`config.mk`:
```
export PLATFORM = sky130hd
export DESIGN_NAME = ata_dma_seq
export DESIGN_NICKNAME = d
export VERILOG_FILES = /design/src/rtl/ata_seq_pkg.sv /design/src/rtl/seq_decide.sv /design/src/rtl/seq_offset.sv /design/src/rtl/ata_dma_seq.sv
export SDC_FILE = /design/constraint.sdc
export NUM_CORES = 1
export LEC_CHECK = 0
export CAP_MARGIN = 10
export CELL_PAD_IN_SITES_DETAIL_PLACEMENT = 1
export CELL_PAD_IN_SITES_GLOBAL_PLACEMENT = 1
export CORE_MARGIN = 4
export CORE_UTILIZATION = 39
export DETAILED_ROUTE_END_ITERATION = 12
export PLACE_DENSITY_LB_ADDON = 0.15
export SLEW_MARGIN = 20
export SYNTH_ARGS = -nofsm -noshare
export SYNTH_HDL_FRONTEND = slang
export SYNTH_SLANG_ARGS = --single-unit
```
`constraint.sdc`:
```
create_clock -name clk -period 4.87 [get_ports clk]
set_input_delay 0.7305 -clock clk [delete_from_list [all_inputs] [get_ports clk]]
set_output_delay 0.7305 -clock clk [all_outputs]
set_load 0.05 [all_outputs]
```
`src/rtl/ata_seq_pkg.sv`:
```
package ata_seq_pkg;

  typedef enum logic [2:0] {
    OC_ERROR,
    OC_STALL,
    OC_FINISH,
    OC_CHUNK_END,
    OC_COPY,
    OC_BADCMD,
    OC_ISSUE
  } outcome_e;

  localparam logic [1:0] KIND_READ  = 2'd0;
  localparam logic [1:0] KIND_WRITE = 2'd1;
  localparam logic [1:0] KIND_TRIM  = 2'd2;
  localparam logic [1:0] KIND_BAD   = 2'd3;

  localparam logic [7:0] STAT_READY = 8'h40;
  localparam logic [7:0] STAT_SEEK  = 8'h10;

  localparam int DISK_SHIFT    = 9;
  localparam int OPTICAL_SHIFT = 11;

endpackage

```
`src/rtl/seq_decide.sv`:
```
module seq_decide
  import ata_seq_pkg::*;
#(
  parameter int REM_W = 27,
  parameter int LEN_W = 26
) (
  input  logic                    err,
  input  logic                    active,
  input  logic signed [REM_W-1:0] remaining,
  input  logic [LEN_W-1:0]        len,
  input  logic                    optical,
  input  logic                    raw_data,
  input  logic [1:0]              cmd,
  output outcome_e                outcome
);

  logic rem_spent;
  assign rem_spent = remaining[REM_W-1] || (remaining == '0);

  always_comb begin
    if (err)                            outcome = OC_ERROR;
    else if (!active)                   outcome = OC_STALL;
    else if (rem_spent)                 outcome = OC_FINISH;
    else if (len == '0)                 outcome = OC_CHUNK_END;
    else if (optical && raw_data)       outcome = OC_COPY;
    else if (!optical && cmd == KIND_BAD) outcome = OC_BADCMD;
    else                                outcome = OC_ISSUE;
  end

endmodule

```
`src/rtl/seq_offset.sv`:
```
module seq_offset
  import ata_seq_pkg::*;
#(
  parameter int LBA_W = 32,
  parameter int IDX_W = 27,
  parameter int OFF_W = 44
) (
  input  logic             optical,
  input  logic [LBA_W-1:0] sector,
  input  logic [LBA_W-1:0] lba,
  input  logic [IDX_W-1:0] index,
  output logic [OFF_W-1:0] offset
);

  logic [OFF_W-1:0] base;

  always_comb begin
    if (optical) base = OFF_W'(lba) << OPTICAL_SHIFT;
    else         base = OFF_W'(sector) << DISK_SHIFT;
    offset = base + OFF_W'(index);
  end

endmodule

```
`src/rtl/ata_dma_seq.sv`:
```
module ata_dma_seq
  import ata_seq_pkg::*;
#(
  parameter int SECT_W = 16,
  parameter int SIZE_W = 26,
  parameter int LBA_W  = 32,
  localparam int REM_W = SIZE_W + 1,
  localparam int OFF_W = LBA_W + OPTICAL_SHIFT + 1
) (
  input  logic              clk,
  input  logic              rst,
  input  logic              start_i,
  input  logic              optical_i,
  input  logic [1:0]        cmd_i,
  input  logic [SECT_W-1:0] sectors_i,
  input  logic [SIZE_W-1:0] pkt_bytes_i,
  input  logic [LBA_W-1:0]  start_sector_i,
  input  logic [LBA_W-1:0]  lba_i,
  input  logic              cb_valid_i,
  input  logic              cb_err_i,
  input  logic [SIZE_W-1:0] cb_len_i,
  output logic              kick_o,
  output logic              op_valid_o,
  output logic [1:0]        op_kind_o,
  output logic [OFF_W-1:0]  op_offset_o,
  output logic [SIZE_W-1:0] op_len_o,
  output logic              copy_valid_o,
  output logic [SIZE_W-1:0] copy_len_o,
  output logic              chunk_end_o,
  output logic              stall_o,
  output logic              fatal_o,
  output logic              irq_o,
  output logic              pkt_ok_o,
  output logic              dma_err_o,
  output logic              pkt_err_o,
  output logic              active_o,
  output logic [7:0]        status_o
);

  localparam int IDX_W = REM_W;

  // latched command context
  logic                    opt_q;
  logic [1:0]              cmd_q;
  logic [LBA_W-1:0]        sector_q;
  logic [LBA_W-1:0]        lba_q;
  logic signed [REM_W-1:0] rem_q;
  logic [IDX_W-1:0]        idx_q;
  logic                    active_q;

  outcome_e                outcome;
  logic [OFF_W-1:0]        offset_w;
  logic signed [REM_W-1:0] len_s;
  logic [SIZE_W-1:0]       copy_len_w;
  logic [REM_W-1:0]        start_rem;

  assign len_s = $signed({1'b0, cb_len_i});

  // remaining is positive whenever a copy is chosen
  assign copy_len_w = (len_s < rem_q) ? cb_len_i : rem_q[SIZE_W-1:0];

  assign start_rem = optical_i ? REM_W'(pkt_bytes_i)
                               : (REM_W'(sectors_i) << DISK_SHIFT);

  seq_decide #(.REM_W(REM_W), .LEN_W(SIZE_W)) decide_i (
    .err       (cb_err_i),
    .active    (active_q),
    .remaining (rem_q),
    .len       (cb_len_i),
    .optical   (opt_q),
    .raw_data  (&lba_q),
    .cmd       (cmd_q),
    .outcome   (outcome)
  );

  seq_offset #(.LBA_W(LBA_W), .IDX_W(IDX_W), .OFF_W(OFF_W)) offset_i (
    .optical (opt_q),
    .sector  (sector_q),
    .lba     (lba_q),
    .index   (idx_q),
    .offset  (offset_w)
  );

  always_ff @(posedge clk) begin
    if (rst) begin
      opt_q        <= 1'b0;
      cmd_q        <= KIND_READ;
      sector_q     <= '0;
      lba_q        <= '0;
      rem_q        <= '0;
      idx_q        <= '0;
      active_q     <= 1'b0;
      status_o     <= 8'h00;
      kick_o       <= 1'b0;
      op_valid_o   <= 1'b0;
      op_kind_o    <= KIND_READ;
      op_offset_o  <= '0;
      op_len_o     <= '0;
      copy_valid_o <= 1'b0;
      copy_len_o   <= '0;
      chunk_end_o  <= 1'b0;
      stall_o      <= 1'b0;
      fatal_o      <= 1'b0;
      irq_o        <= 1'b0;
      pkt_ok_o     <= 1'b0;
      dma_err_o    <= 1'b0;
      pkt_err_o    <= 1'b0;
    end else begin
      kick_o       <= 1'b0;
      op_valid_o   <= 1'b0;
      copy_valid_o <= 1'b0;
      chunk_end_o  <= 1'b0;
      stall_o      <= 1'b0;
      fatal_o      <= 1'b0;
      irq_o        <= 1'b0;
      pkt_ok_o     <= 1'b0;
      dma_err_o    <= 1'b0;
      pkt_err_o    <= 1'b0;
      if (start_i) begin
        opt_q    <= optical_i;
        cmd_q    <= cmd_i;
        sector_q <= start_sector_i;
        lba_q    <= lba_i;
        rem_q    <= $signed(start_rem);
        idx_q    <= '0;
        active_q <= 1'b1;
        status_o <= 8'h00;
        kick_o   <= 1'b1;
      end else if (cb_valid_i) begin
        unique case (outcome)
          OC_ERROR: begin
            chunk_end_o <= 1'b1;
            if (opt_q) pkt_err_o <= 1'b1;
            else       dma_err_o <= 1'b1;
          end
          OC_STALL: stall_o <= 1'b1;
          OC_FINISH: begin
            chunk_end_o <= 1'b1;
            active_q    <= 1'b0;
            if (opt_q) begin
              pkt_ok_o <= 1'b1;
            end else begin
              irq_o    <= 1'b1;
              status_o <= STAT_READY | STAT_SEEK;
            end
          end
          OC_CHUNK_END: chunk_end_o <= 1'b1;
          OC_COPY: begin
            copy_valid_o <= 1'b1;
            copy_len_o   <= copy_len_w;
            pkt_ok_o     <= 1'b1;
            chunk_end_o  <= 1'b1;
            active_q     <= 1'b0;
          end
          OC_BADCMD: fatal_o <= 1'b1;
          default: begin
            op_valid_o  <= 1'b1;
            op_kind_o   <= opt_q ? KIND_READ : cmd_q;
            op_offset_o <= offset_w;
            op_len_o    <= cb_len_i;
            rem_q       <= rem_q - len_s;
            idx_q       <= idx_q + IDX_W'(cb_len_i);
          end
        endcase
      end
    end
  end

  assign active_o = active_q;

endmodule

```
* Yosys cells after proc, flatten, opt, wreduce, memory -nomap -nowiden
Cells that the tools add are included.
Word-level totals: output and inout port bits 117, register bits after elaboration 231, word-level logic and storage cells 87, bits of input ports 140
Cells by class: reduce and logical (&&, ||, !) cells 23, multiplexer cells 25, $add $sub $neg 3, $lt $le $gt $ge 1, eq/ne operators 7, bitwise logic cells 6
Operators with widths (count):
- two-way mux 27 bit | 3
- two-way mux 26 bit | 2
- adder 44 x 27 -> 44 bit | 1
- two-way mux 43 bit | 1
- AND reduction 32 bit | 1
- adder 27 x 26 -> 27 bit | 1
- zero test 27 bit | 1
- less-than comparator 27 bit | 1
- subtractor 27 bit | 1
- zero test 26 bit | 1
- two-way mux 3 bit | 5
- OR reduction 4 bit | 3
- two-way mux 1 bit | 11
- AND reduction 3 bit | 3
- == test 3 x 2 -> 1 bit, second input constant | 2
- == test 3 bit, second input constant | 2
- NOT 1 bit | 6
- AND reduction 2 bit | 3
- OR reduction 6 bit | 1
- two-way mux 2 bit | 2
- nonzero test 2 bit | 2
- OR reduction 2 bit | 2
- == test 3 x 1 -> 1 bit, second input constant | 1
- zero test 3 bit | 1
- other kinds (7) | 8

* Depth between registers and ports, before layout
Gate-level depths: netlist (run 1).
depth in word-level cells 13, mapped depth 16, mapped depth without buffers 12

* Cells and area by module
From an unflattened synthesis (run 1), not the netlist that was laid out.
Second synthesis, totals: cell total of the unflattened synthesis 1697, area total of the unflattened synthesis 13809.5 um^2
By module, submodules not included:
- ata_dma_seq | cells an instance 1416, area each 11745.0 um^2, seq. area each 4624.4 um^2, instances 1
- seq_offset | cells an instance 252, area each 1885.6 um^2, seq. area each 0.0 um^2, instances 1
- seq_decide | cells an instance 29, area each 178.9 um^2, seq. area each 0.0 um^2, instances 1

* Worst setup path before layout (run 1)
Ideal clock, no wire load.
path kind flip-flop to flip-flop, start reg opt_q, end reg op_offset_o[42], data required time 4.738 ns, path buffers 4, cell stages (with the launch flop) 15, setup slack 1.172 ns, period minus slack after synthesis 3.698 ns, arrival 3.566 ns, library setup time 0.132 ns, cells stage by stage dfxtp_1 -> buf_4 -> buf_4 -> buf_1 -> clkbuf_1 -> mux2_2 -> ha_1 -> nand3_1 -> nor3_1 -> nand2_1 -> a211oi_1 -> o211ai_1 -> o21a_1 -> o211ai_1 -> a21oi_1
On the way: word-level cells in the longest chain between the ends 12, elaborated cells between the ends (all ways) 20, those cells by class add/sub (1); eq/ne (5); mux (7); bitwise (1); reduce/logical (6)
Ends and longest elaborated chain:
- start: declaration | RTL line ata_dma_seq.sv:43 | logic opt_q;
- start signal: assignment | RTL line ata_dma_seq.sv:120 | opt_q <= optical_i;
- zero test 1 bit | RTL line seq_decide.sv:26 | else if (!optical && cmd == KIND_BAD) outcome = OC_BADCMD;
- logical AND 1 bit | RTL line seq_decide.sv:26
- two-way mux 2 bit | RTL line seq_decide.sv:26
- two-way mux 3 bit | RTL line seq_decide.sv:25 | else if (optical && raw_data) outcome = OC_COPY;
- two-way mux 3 bit | RTL line seq_decide.sv:24 | else if (len == '0) outcome = OC_CHUNK_END;
- two-way mux 3 bit | RTL line seq_decide.sv:23 | else if (rem_spent) outcome = OC_FINISH;
- two-way mux 3 bit | RTL line seq_decide.sv:22 | else if (!active) outcome = OC_STALL;
- two-way mux 3 bit | RTL line seq_decide.sv:21 | if (err) outcome = OC_ERROR;
- == test 3 x 2 -> 1 bit (tied with other cells) | RTL line ata_dma_seq.sv:130 | unique case (outcome)
- OR reduction 6 bit (no source line)
- NOT 1 bit (no source line)
- AND reduction 3 bit (no source line)
- end signal: assignment | RTL line ata_dma_seq.sv:159 | op_offset_o <= offset_w;
- end: declaration | RTL line ata_dma_seq.sv:25 | output logic [OFF_W-1:0] op_offset_o,
Several ways; a longest one is shown, not always the timed one. A chain may end at the register's enable or synchronous reset.

* Worst setup path in the final report (run 1)
start reg opt_q, end reg op_offset_o[41]
The elaborated chain is that of the path after synthesis.

==> qor.csv, run 1 <==
stage,metric,value,unit
place,globalplace.congestion,0.8995,
timing,setup_viol,0,
timing,finalClockSkew,0.01090,ns
floorplanning,fp.dieH,190.1,µm
finish,multi_input_area,7746,µm²
routing,drtIter0Drc,723,
synth,synth.largest_area_cell,dfxtp_1,
clock_network,clk_latency,0.55,ns
worst_hold_path,hp-class,flop to flop,
power,power.leakage,6.657,nW
synth,synthFlopType,dfxtp_1,
power,ir_drop,0.2299,mV
finish,drive_gt1_frac,0.06186,
grt,grt_pass1_vias,13180,
finish,fin_util,0.5132,
clock_network,cts-root-buf,clkbuf_16,
routing,vias,12670,
critical_path,crit_fanout,19,
synth,seq_area_frac_synth,0.3575,
place,post-place-ws,0.6731,ns
floorplanning,core-area,32620,µm²
synth,synth_top_area_share,0.3575,
timing,clock.fmax,249.0,MHz
synth,yosys_warnings,0,
timing,max_slew_margin,0.3729,
floorplanning,fp.dieW,190.1,µm
timing,worst_slack,0.8536,ns
routing,drtPass1Iterations,4,
timing,fin_crit_sh,0.8247,
timing,timing.hold.ws,0.4485,ns
timing,fin_tns_setup,0,ns
finish,seqCellArea,4626,µm²
grt,grt_max_degree,84,
routing,via_per_inst,5.543,
floorplanning,rows,66,
critical_path,critPathKind,flop to flop,
synth,syn_area,12940,µm²
place,hpwl,36450,µm
grt,globalRoute.totalOverflow,0,
routing,drc,0,
finish,area_delta_synth_final,29.40,%
finish,fill_cells,3912,
floorplanning,dieArea,36150,µm²
clock_network,ctsHoldBuffers,0,
outcome,status,completed,
clock_network,clock_path_buffers,3,
grt,antenna_found_initial,1,
timing,hold_viol_final,0,
critical_path,arrival,4.40,ns
clock_network,cts_inserted_buffers,26,
critical_path,start_kind,flop,
clock_network,clkSinkCount,231,
run,max-cap-violations,0,
clock_network,h-tree-depth,1,
place,port_buffers,250,
synth,syn_avg_cell_area,8.050,µm²
finish,fin_nets,2037,
critical_path,required,5.25,ns
routing,ant_nets,0,
floorplanning,initial_core_util,0.3966,
grt,grt_pass1_wl,75310,µm
synth,synth_cell_types,69,
timing,drv_slew,0,
synth,synthArstFlopShare,0,
synth,synth-edff-count,0,
critical_path,end_kind,flop,
routing,wirelength,48920,µm
clock_network,clkTransAtPathRegs,0.06,ns
synth,synth.top_cells.by_area,"dfxtp_1 (36%), nand2_1 (8.0%), mux2i_1 (7.1%), ha_1 (6.8%), a21oi_1 (6.2%)",
grt,gr-usage-all-layers,0.2614,
timing,fin_crit,4.016,ns
clock_network,post_cts_buffers,0,
floorplanning,ios,257,
clock_network,cts_resized,0,
synth,postSynthCellCount,1607,
routing,wl_per_cell,21.40,µm
timing,worst_pin_slew,0.9407,ns
synth,synth-seq-cells,231,
power,p_per_area,290.8,nW/µm²
clock_network,cts_tree,done,
timing,rsz0062_at_grt,no,
==> area by class of cell <==
type                       instances  area share
clock buffer                      41     0.04948
inverter                          43    0.009642
multi-input combinational       1243      0.4627
timing repair buffer             279      0.1652
antenna                            1   0.0001495
sequential                       231      0.2763
clock inverter                     6    0.003438
tap                              442     0.03304
==> cell usage in the layout, fill, tap and decap left out, types with 10 or more instances in the layout <==
cell and n:
clkbuf_8 10, a21oi_1 160, nor2b_1 12, mux2i_1 92, clkdlybuf4s50_1 248, nand2_1 273, nor2_1 148, a21o_1 32
xor2_1 24, xnor2_1 39, clkbuf_16 27, o21a_1 17, buf_4 27, a31oi_1 38, inv_1 42, o21ai_0 71
nand3_1 29, dfxtp_1 230, nor3_1 31, a211oi_1 33, nor4_1 14, o211ai_1 10, nand4_1 21, mux2_2 21
ha_1 70
==> routing by layer <==
| metal | vias up | part of all wire | GRT usage |
|---|---|---|---|
| met3 | 81 | 0.048 | 0.03725 |
| li1 | 6092 | - | - |
| met1 | 6207 | 0.46 | 0.3493 |
| met4 | 0 | 0.031 | 0.07930 |
| met5 | - | 0 | 0 |
| met2 | 291 | 0.46 | 0.4393 |
==> stage by stage <==
stage               std cells  power (mW)  instance area (µm²)
floorplan                1612       2.538                12950
global placement         2238       2.851                15850
detailed placement       2238       2.863                15850
CTS                      2285       4.907                16740
global route             2286       5.068                16740
finish                   2286       4.869                16740
==> cells in the mapped netlist, types with 3 or more instances <==
library cell	number
nand2_1	274
dfxtp_1	231
a21oi_1	160
nor2_1	149
mux2i_1	92
o21ai_0	71
ha_1	70
clkbuf_1	59
inv_1	42
xnor2_1	39
a31oi_1	38
a211oi_1	33
a21o_1	32
nor3_1	31
nand3_1	30
xor2_1	24
mux2_2	21
nand4_1	21
o21a_1	17
nor4_1	14
buf_1	12
nor2b_1	12
buf_4	10
o211ai_1	10
buf_2	9
nand2b_1	9
and2_1	7
or3_1	7
nand3b_1	6
a221oi_1	5
and3_1	5
buf_6	5
o21bai_1	4
a21boi_0	3
a21o_2	3
a221o_1	3
fa_1	3
nor3b_1	3
o21ai_1	3
or2_2	3
==> state kept, by name (all words and copies together) (netlist names), 2 cells and up <==
register / flops
op_offset_o: 44
lba_q: 32
sector_q: 32
idx_q: 27
rem_q: 27
copy_len_o: 26
op_len_o: 26
cmd_q: 2
op_kind_o: 2
==> worst paths after layout <==
path                                                   start                      endpoint  slack [ns]  cells after the start
worst max-delay path                      opt_q$_SDFFE_PP0P_  op_offset_o[41]$_SDFFE_PP0P_        0.85                     11
worst min-delay path            op_offset_o[33]$_SDFFE_PP0P_  op_offset_o[33]$_SDFFE_PP0P_        0.45                      2
worst min register to register  op_offset_o[33]$_SDFFE_PP0P_  op_offset_o[33]$_SDFFE_PP0P_        0.45                      2
worst max register to register            opt_q$_SDFFE_PP0P_  op_offset_o[41]$_SDFFE_PP0P_        0.85                     11
==> logic make-up after synthesis <==
logic type                 synth area share
muxes                               0.08947
adders and majority gates           0.07235
and+or+nand+nor                      0.1953
buffers and inverters               0.04671
other                             0.0002899
DFF                                  0.3575
xor gates and xnor gates            0.04265
AOI/OAI and AO/OA                    0.1958
==> critical path, cell delays in order, from the launching register on <==
cell,delay [ns]
dfxtp_2,0.63
mux2_2,0.41
ha_1,0.33
o21ai_0,0.18
o21ai_0,0.44
nand2_1,0.14
o21ai_0,0.35
a21bo_2,0.36
nand3_1,0.23
nor3b_1,0.46
xor2_1,0.23
a211oi_1,0.09
==> where the power goes <==
part / switching (mW) / total (mW) / internal (mW)
combinational: 0.475 / 0.824 / 0.349
clock: 0.825 / 2.04 / 1.21
sequential: 0.0587 / 2.01 / 1.95
total: 1.36 / 4.87 / 3.51
Power figures use the tool's default switching activity.
==> run 2: changes to the inputs <==
Clock period 4.87 ns to 3.8 ns, I/O delays scaled along.
==> run 2 against run 1 <==
Compared with the run above: final area up 1.2%; final cell count rose by 1.3%; highest routed layer is now met5; largest power group unchanged; clock power increased by 28%; sequential share of layout area shrank 0.33 points; sequential power grew 28%; critical path depth grew 1.
==> qor.csv, run 2 (synthesis gave the netlist of run 1 again) <==
stage,metric,value,unit,change
run,max-cap-violations,0,,unchanged
clock_network,cts-root-buf,clkbuf_16,,
timing,finalClockSkew,0.01561,ns,+0.004716 ns
timing,drv_slew,0,,unchanged
power,pwr-share-seq,0.410,,-0.003
timing,rsz0062_at_grt,no,,
finish,regMostFlops,op_offset_o,,
place,hpwl,36780,µm,+0.91%
critical_path,critPathSlowestCell,o21ai_0,,
critical_path,crit_chain,"buf_4, mux2_2, ha_1, o21ai_0, nand2b_1, nand2_1, o21ai_0, a21bo_2, nand3_1, nor3b_2, xor2_1, a211oi_1",,
grt,antenna_found_initial,2,,+1
clock_network,clk_latency,0.56,ns,about the same
worst_hold_path,hp-class,flop to flop,,
critical_path,reg2reg_to,op_offset_o[41]$_SDFFE_PP0P_,,
timing,timing.hold.ws,0.4499,ns,+0.001432 ns
clock_network,ctsHoldBuffers,0,,unchanged
critical_path,start_kind,flop,,
finish,drive_gt1_frac,0.07795,,+0.01609
floorplanning,rows,66,,unchanged
routing,drtIter0Drc,726,,+0.41%
timing,worst_pin_slew,0.9746,ns,+0.03395 ns
grt,grt_pass1_wl,75110,µm,-0.27%
critical_path,ff2ff_setup_slack,0.30,ns,-0.56 ns
power,p_per_area,370.1,nW/µm²,+27%
clock_network,clkTransAtPathRegs,0.06,ns,about the same
floorplanning,fp.dieH,190.1,µm,unchanged
routing,wl_per_cell,21.10,µm,-1.4%
critical_path,crit_fanout,12,,-7
floorplanning,core-area,32620,µm²,unchanged
timing,fin_tns_setup,0,ns,unchanged
critical_path,worstSetupEndpoint,op_offset_o[41]$_SDFFE_PP0P_,,
timing,clock.fmax,285.5,MHz,+15%
critical_path,max_stage_delay,0.44,ns,-0.19 ns
clock_network,clkSinkCount,231,,unchanged
routing,via_per_inst,5.556,,+0.23%
place,globalplace.congestion,0.9460,,+5.2%
critical_path,crit_start,opt_q$_SDFFE_PP0P_,,
critical_path,r2r-start,opt_q$_SDFFE_PP0P_,,
power,intPower,4.501,mW,+28%
grt,grt_max_degree,66,,-21%
timing,fin_crit_sh,0.9217,,+0.09702
power,pwr-share-clk,0.417,,about the same
finish,area_delta_synth_final,30.97,%,
grt,gr-usage-all-layers,0.2590,,-0.002361
critical_path,cpMostUsedCell,o21ai_0,,
timing,setup_viol,0,,unchanged
finish,fin_nets,2066,,+1.4%
routing,wirelength,48860,µm,-0.13%
floorplanning,dieArea,36150,µm²,unchanged
power,ir_drop,0.3416,mV,+49%
grt,globalRoute.totalOverflow,0,,unchanged
critical_path,critPathKind,flop to flop,,
routing,vias,12870,,+1.5%
power,power.leakage,6.800,nW,+2.2%
finish,largest_reg_flops,44,,unchanged
finish,most-common-layout-cells,"nand2_1 (273), clkdlybuf4s50_1 (248), dfxtp_1 (230)",,
timing,hold_viol_final,0,,unchanged
place,port_buffers,250,,unchanged
routing,ant_nets,0,,unchanged
clock_network,h-tree-depth,1,,unchanged
critical_path,reg2regPathDepth,12,,+1
floorplanning,initial_core_util,0.3966,,unchanged
critical_path,arrival,3.97,ns,-0.43 ns
clock_network,cts_tree,done,,
finish,final_common_cell,nand2_1,,
power,switchingPower,1.769,mW,+30%
routing,drc,0,,unchanged
floorplanning,fp.dieW,190.1,µm,unchanged
clock_network,clock_path_buffers,3,,unchanged
clock_network,cts_inserted_buffers,28,,+7.7%
power,swShare,0.2822,,+0.003103
outcome,status,completed,,
finish,top_regs,"op_offset_o x44, lba_q x32, sector_q x32",,
timing,max_slew_margin,0.3478,,-0.02503
power,power.share.combinational,0.172,,+0.003
critical_path,end_kind,flop,,
floorplanning,ios,257,,unchanged
timing,fin_crit,3.503,ns,-0.5138 ns
routing,drtPass1Iterations,6,,+2
critical_path,required,4.26,ns,-0.99 ns
grt,grt_pass1_vias,13160,,-0.099%
## run 2: area by class of cell
| cell class | count | area (µm²) |
|---|---|---|
| flip-flops and latches | 231 | 4626 |
| fillers | 3940 | 15680 |
| repair buffers | 306 | 2943 |
| clock buffers | 41 | 849.6 |
| inverters | 43 | 161.4 |
| clock inverters | 9 | 56.30 |
| diodes | 1 | 2.502 |
| multi-input cells | 1243 | 7751 |
| well taps | 442 | 553.0 |
## run 2: routing by layer
metal	track usage	routed length [µm]
met1	0.3521	21980
met2	0.4221	22310
met3	0.04495	3022
met4	0.07874	1537
met5	0	20
## run 2: worst min-delay path by stage
stage	start	depth (start not counted)	slack, ns	to
global route	op_len_o[10]$_SDFFE_PP0P_	2	0.47	op_len_o[10]$_SDFFE_PP0P_
detailed placement	op_offset_o[35]$_SDFFE_PP0P_	2	0.44	op_offset_o[35]$_SDFFE_PP0P_
finish	op_offset_o[35]$_SDFFE_PP0P_	2	0.45	op_offset_o[35]$_SDFFE_PP0P_
CTS	op_offset_o[35]$_SDFFE_PP0P_	2	0.45	op_offset_o[35]$_SDFFE_PP0P_
floorplan	idx_q[4]$_SDFFE_PP0P_	2	0.45	idx_q[4]$_SDFFE_PP0P_
global placement	op_offset_o[33]$_SDFFE_PP0P_	2	0.44	op_offset_o[33]$_SDFFE_PP0P_
## run 2: worst max-delay path: cells and delay by family (launching register included)
| family | cells | cell delay (ns) |
|---|---|---|
| AOI/OAI and AO/OA | 4 | 1.08 |
| xor gates and xnor gates | 1 | 0.11 |
| adders and majority gates | 1 | 0.33 |
| buffers and inverters | 1 | 0.25 |
| DFF | 1 | 0.42 |
| muxes | 1 | 0.37 |
| and+or+nand+nor | 4 | 0.85 |
## run 2: what timing repair did
item | 4_1_cts | 5_1_grt
gates resized for setup | 0 | 2
setup buffers | 0 | 0
setup endpoints to repair | 0 | 2
## run 2: power groups by stage
stage | clock [mW] | combinational (mW) | sequential [mW]
after floorplan | 0 | 0.621 | 2.63
after global placement | 0 | 1.04 | 2.62
after detailed placement | 0 | 1.07 | 2.62
after CTS | 2.68 | 1.08 | 2.57
after global routing | 2.79 | 1.17 | 2.58
final | 2.62 | 1.08 | 2.57
## run 2: per-stage QoR
stage | instances | area, µm² | worst slack [ns] | util | power [mW]
global placement | 2265 | 16030 | 0.1600 | 0.4914 | 3.664
global route | 2316 | 16940 | 0.1189 | 0.5194 | 6.538
floorplan | 1612 | 12950 | 0.1016 | - | 3.253
CTS | 2315 | 16940 | 0.1290 | 0.5192 | 6.326
finish | 2316 | 16940 | 0.2974 | 0.5194 | 6.270
detailed placement | 2265 | 16030 | 0.02995 | 0.4914 | 3.689
==> run 3: changes to the inputs <==
Settings changed: SYNTH_HIERARCHICAL from default to 1.
==> run 3 against run 2 <==
Compared with the run above: fmax rose by 0.27%; critical path depth fell by 3; final cell count is 4.5% higher; die area increased by 6.5%; sequential share of layout area shrank 1.5 points; synthesized cell count is 5.6% higher; clock power barely moved; hold slack got worse by 0.071 ns; critical endpoint is now op_offset_o[43]$_SDFFE_PP0P_; largest cell class unchanged.
==> qor.csv, run 3 <==
stage,metric,value,unit,change
routing,via_per_inst,5.615,,+1.1%
clock_network,clkSinkCount,231,,unchanged
power,p_per_area,347.0,nW/µm²,-6.2%
routing,wl_per_cell,21.74,µm,+3.0%
power,ir_drop,0.3052,mV,-11%
critical_path,end_kind,flop,,
timing,fin_crit_sh,0.9193,,-0.002446
critical_path,crit_fanout,20,,+8
finish,most-common-layout-cells,"clkdlybuf4s50_1 (248), nand2_1 (245), dfxtp_1 (230)",,
place,placed_cell_area,17070,µm²,+6.5%
clock_network,clock_path_buffers,3,,unchanged
power,intPower,4.462,mW,-0.86%
floorplanning,core-area,34710,µm²,+6.4%
timing,rsz0062_at_grt,no,,
synth,synth-edff-count,0,,unchanged
synth,postSynthCellCount,1697,,+5.6%
place,port_buffers,250,,unchanged
grt,grt_pass1_vias,13830,,+5.1%
clock_network,cts_tree,done,,
power,swShare,0.2839,,+0.001706
floorplanning,rows,68,,+3.0%
synth,synth_cell_types,99,,+43%
routing,vias,13590,,+5.6%
grt,grt_max_degree,184,,+180%
power,pwr-share-seq,0.413,,+0.003
finish,fin_area,17960,µm²,+6.0%
run,max-cap-violations,0,,unchanged
worst_hold_path,holdCritStartpoint,rst,,
floorplanning,ios,257,,unchanged
clock_network,clkTransAtPathRegs,0.07,ns,about the same
routing,ant_nets,0,,unchanged
synth,synth.largest_area_cell,dfxtp_1,,
critical_path,start_kind,flop,,
clock_network,cts_inserted_buffers,27,,-3.6%
power,power.share.combinational,0.165,,-0.007
routing,drc,0,,unchanged
synth,syn_avg_cell_area,8.138,µm²,+1.1%
clock_network,h-tree-depth,1,,unchanged
synth,synthTopCellsByCount,"nand2_1 (246), dfxtp_1 (231), nor2_1 (190)",,
floorplanning,fp.dieH,196.2,µm,+3.2%
floorplanning,dieArea,38480,µm²,+6.5%
place,globalplace.congestion,0.9561,,+1.1%
synth,yosysMostFrequentCell,nand2_1,,
synth,seq_area_frac_synth,0.3349,,-0.02261
grt,gr-usage-all-layers,0.2632,,+0.004185
critical_path,ff2ff_setup_slack,0.31,ns,about the same
critical_path,r2r-start,opt_q$_SDFFE_PP0P_,,
grt,antenna_found_initial,3,,+1
routing,wl_met3,3251,µm,+7.6%
synth,yosys_warnings,6,,+6
timing,max_slew_margin,0.3339,,-0.01395
synth,synth.top_cells.by_area,"dfxtp_1 (33%), mux2i_1 (7.1%), nand2_1 (6.7%), ha_1 (6.3%), a21oi_1 (5.9%)",,
outcome,status,completed,,
grt,globalRoute.totalOverflow,0,,unchanged
grt,grt_pass1_wl,81210,µm,+8.1%
synth,synth-seq-cells,231,,unchanged
power,power.leakage,7.274,nW,+7.0%
critical_path,critPathKind,flop to flop,,
clock_network,post_cts_buffers,0,,unchanged
timing,drv_slew,0,,unchanged
routing,drtPass1Iterations,4,,-2
routing,top_layer,met5,,
timing,worst_pin_slew,0.9900,ns,+0.01540 ns
finish,fill_cells,4151,,+5.4%
finish,fin_nets,2159,,+4.5%
timing,fin_crit,3.493,ns,-0.009296 ns
finish,top_regs,"op_offset_o x44, lba_q x32, sector_q x32",,
synth,synth_top_area_share,0.3349,,-0.02261
timing,finalClockSkew,0.01396,ns,-0.001651 ns
finish,regMostFlops,op_offset_o,,
routing,wirelength,52630,µm,+7.7%
power,p_total,6.231,mW,-0.62%
routing,wl_met2,23850,µm,+6.9%
finish,drive_gt1_frac,0.09669,,+0.01874
finish,final_common_cell,clkdlybuf4s50_1,,
place,hpwl,39960,µm,+8.6%
floorplanning,initial_core_util,0.3978,,+0.001230
critical_path,required,4.27,ns,about the same
clock_network,cts_resized,0,,unchanged
finish,largest_reg_flops,44,,unchanged
synth,synthArstFlopShare,0,,unchanged
critical_path,arrival,3.97,ns,about the same
clock_network,ctsHoldBuffers,0,,unchanged
synth,syn_area,13810,µm²,+6.8%
power,pwr-share-clk,0.422,,+0.005
timing,clock.fmax,286.3,MHz,+0.27%
routing,drtIter0Drc,743,,+2.3%
worst_hold_path,hp-class,input pin to flop,,
timing,setup_viol,0,,unchanged
timing,hold_viol_final,0,,unchanged
critical_path,crit_start,opt_q$_SDFFE_PP0P_,,
routing,met1Wirelength,24440,µm,+11%
power,switchingPower,1.769,mW,about the same
floorplanning,fp.dieW,196.2,µm,+3.2%
synth,synthFlopType,dfxtp_1,,
finish,area_delta_synth_final,30.05,%,
clock_network,cts-root-buf,clkbuf_16,,
clock_network,clk_latency,0.56,ns,about the same
==> run 3: cell count changes after synthesis, moves of 7 or more <==
cell      previous run  this run
nand2_1            274       246
o21ai_0             71        42
a211oi_1            33         8
a31oi_1             38        17
clkbuf_1            59        66
o221a_1              0        26
buf_4               10        17
and3_1               5        23
inv_1               42        55
nor2_1             149       190
nand3_1             30        45
==> run 3: kinds of logic after synthesis <==
family | after synthesis | synth area share
AO/OA/AOI/OAI | 401 | 0.1968
XOR/XNOR | 60 | 0.03805
adder cells (fa/ha/maj) | 73 | 0.06777
buffers and inverters | 165 | 0.05708
flip-flops | 231 | 0.3349
multiplexers | 118 | 0.08734
other | 1 | 0.0002716
AND/OR/NAND/NOR | 648 | 0.2178
==> run 3: worst max-delay path: stages (launching register included) <==
cell and delay (ns):
dfxtp_2 0.74, mux2_2 0.42, ha_1 0.45, nand3_1 0.18
nor3b_1 0.48, o311ai_2 0.28, a21oi_4 0.34, and3_1 0.31
nand2_1 0.07, a21oi_1 0.12
==> run 3: path summary, 6_finish.rpt <==
check | endpoint | cells after the start
worst max-delay path | op_offset_o[43]$_SDFFE_PP0P_ | 9
worst min-delay path | fatal_o$_SDFF_PP0_ | 4
worst max register to register | op_offset_o[43]$_SDFFE_PP0P_ | 9
worst min register to register | op_len_o[17]$_SDFFE_PP0P_ | 2
==> run 3: metrics by stage <==
step	cells	hold WS [ns]	utilization	setup TNS [ns]	setup WS [ns]
2_1_floorplan	1702	0.4489	-	0	0.4780
3_3_place_gp	2372	0.4392	0.4919	-3.245	-0.09889
3_5_place_dp	2372	0.4473	0.4919	-1.949	-0.07908
4_1_cts	2420	0.3583	0.5173	0	0.3549
5_1_grt	2420	0.3749	0.5173	0	0.09187
6_report	2421	0.3786	0.5174	0	0.3067
==> run 3: layout make-up <==
class                      instances  area (µm²)  area share
clock buffer                      34       742.0     0.04131
tap                              455       569.3     0.03170
sequential                       231        4626      0.2576
inverter                          55       206.4     0.01150
multi-input combinational       1306        8433      0.4696
antenna                            1       2.502   0.0001393
clock inverter                    14       141.4    0.007872
timing repair buffer             325        3239      0.1804
==> run 3: routing by layer <==
metal | track usage | vias up
met5 | 0 | -
met4 | 0.05689 | 2
met3 | 0.04620 | 70
met2 | 0.4295 | 329
met1 | 0.3662 | 6662
li1 | - | 6530
==> run 3: power groups by stage <==
stage | logic, mW | clock network, mW | registers, mW
2_1_floorplan | 0.574 | 0 | 2.63
3_3_place_gp | 1.00 | 0 | 2.62
3_5_place_dp | 1.02 | 0 | 2.63
4_1_cts | 1.02 | 2.68 | 2.57
5_1_grt | 1.11 | 2.78 | 2.58
6_report | 1.03 | 2.63 | 2.58
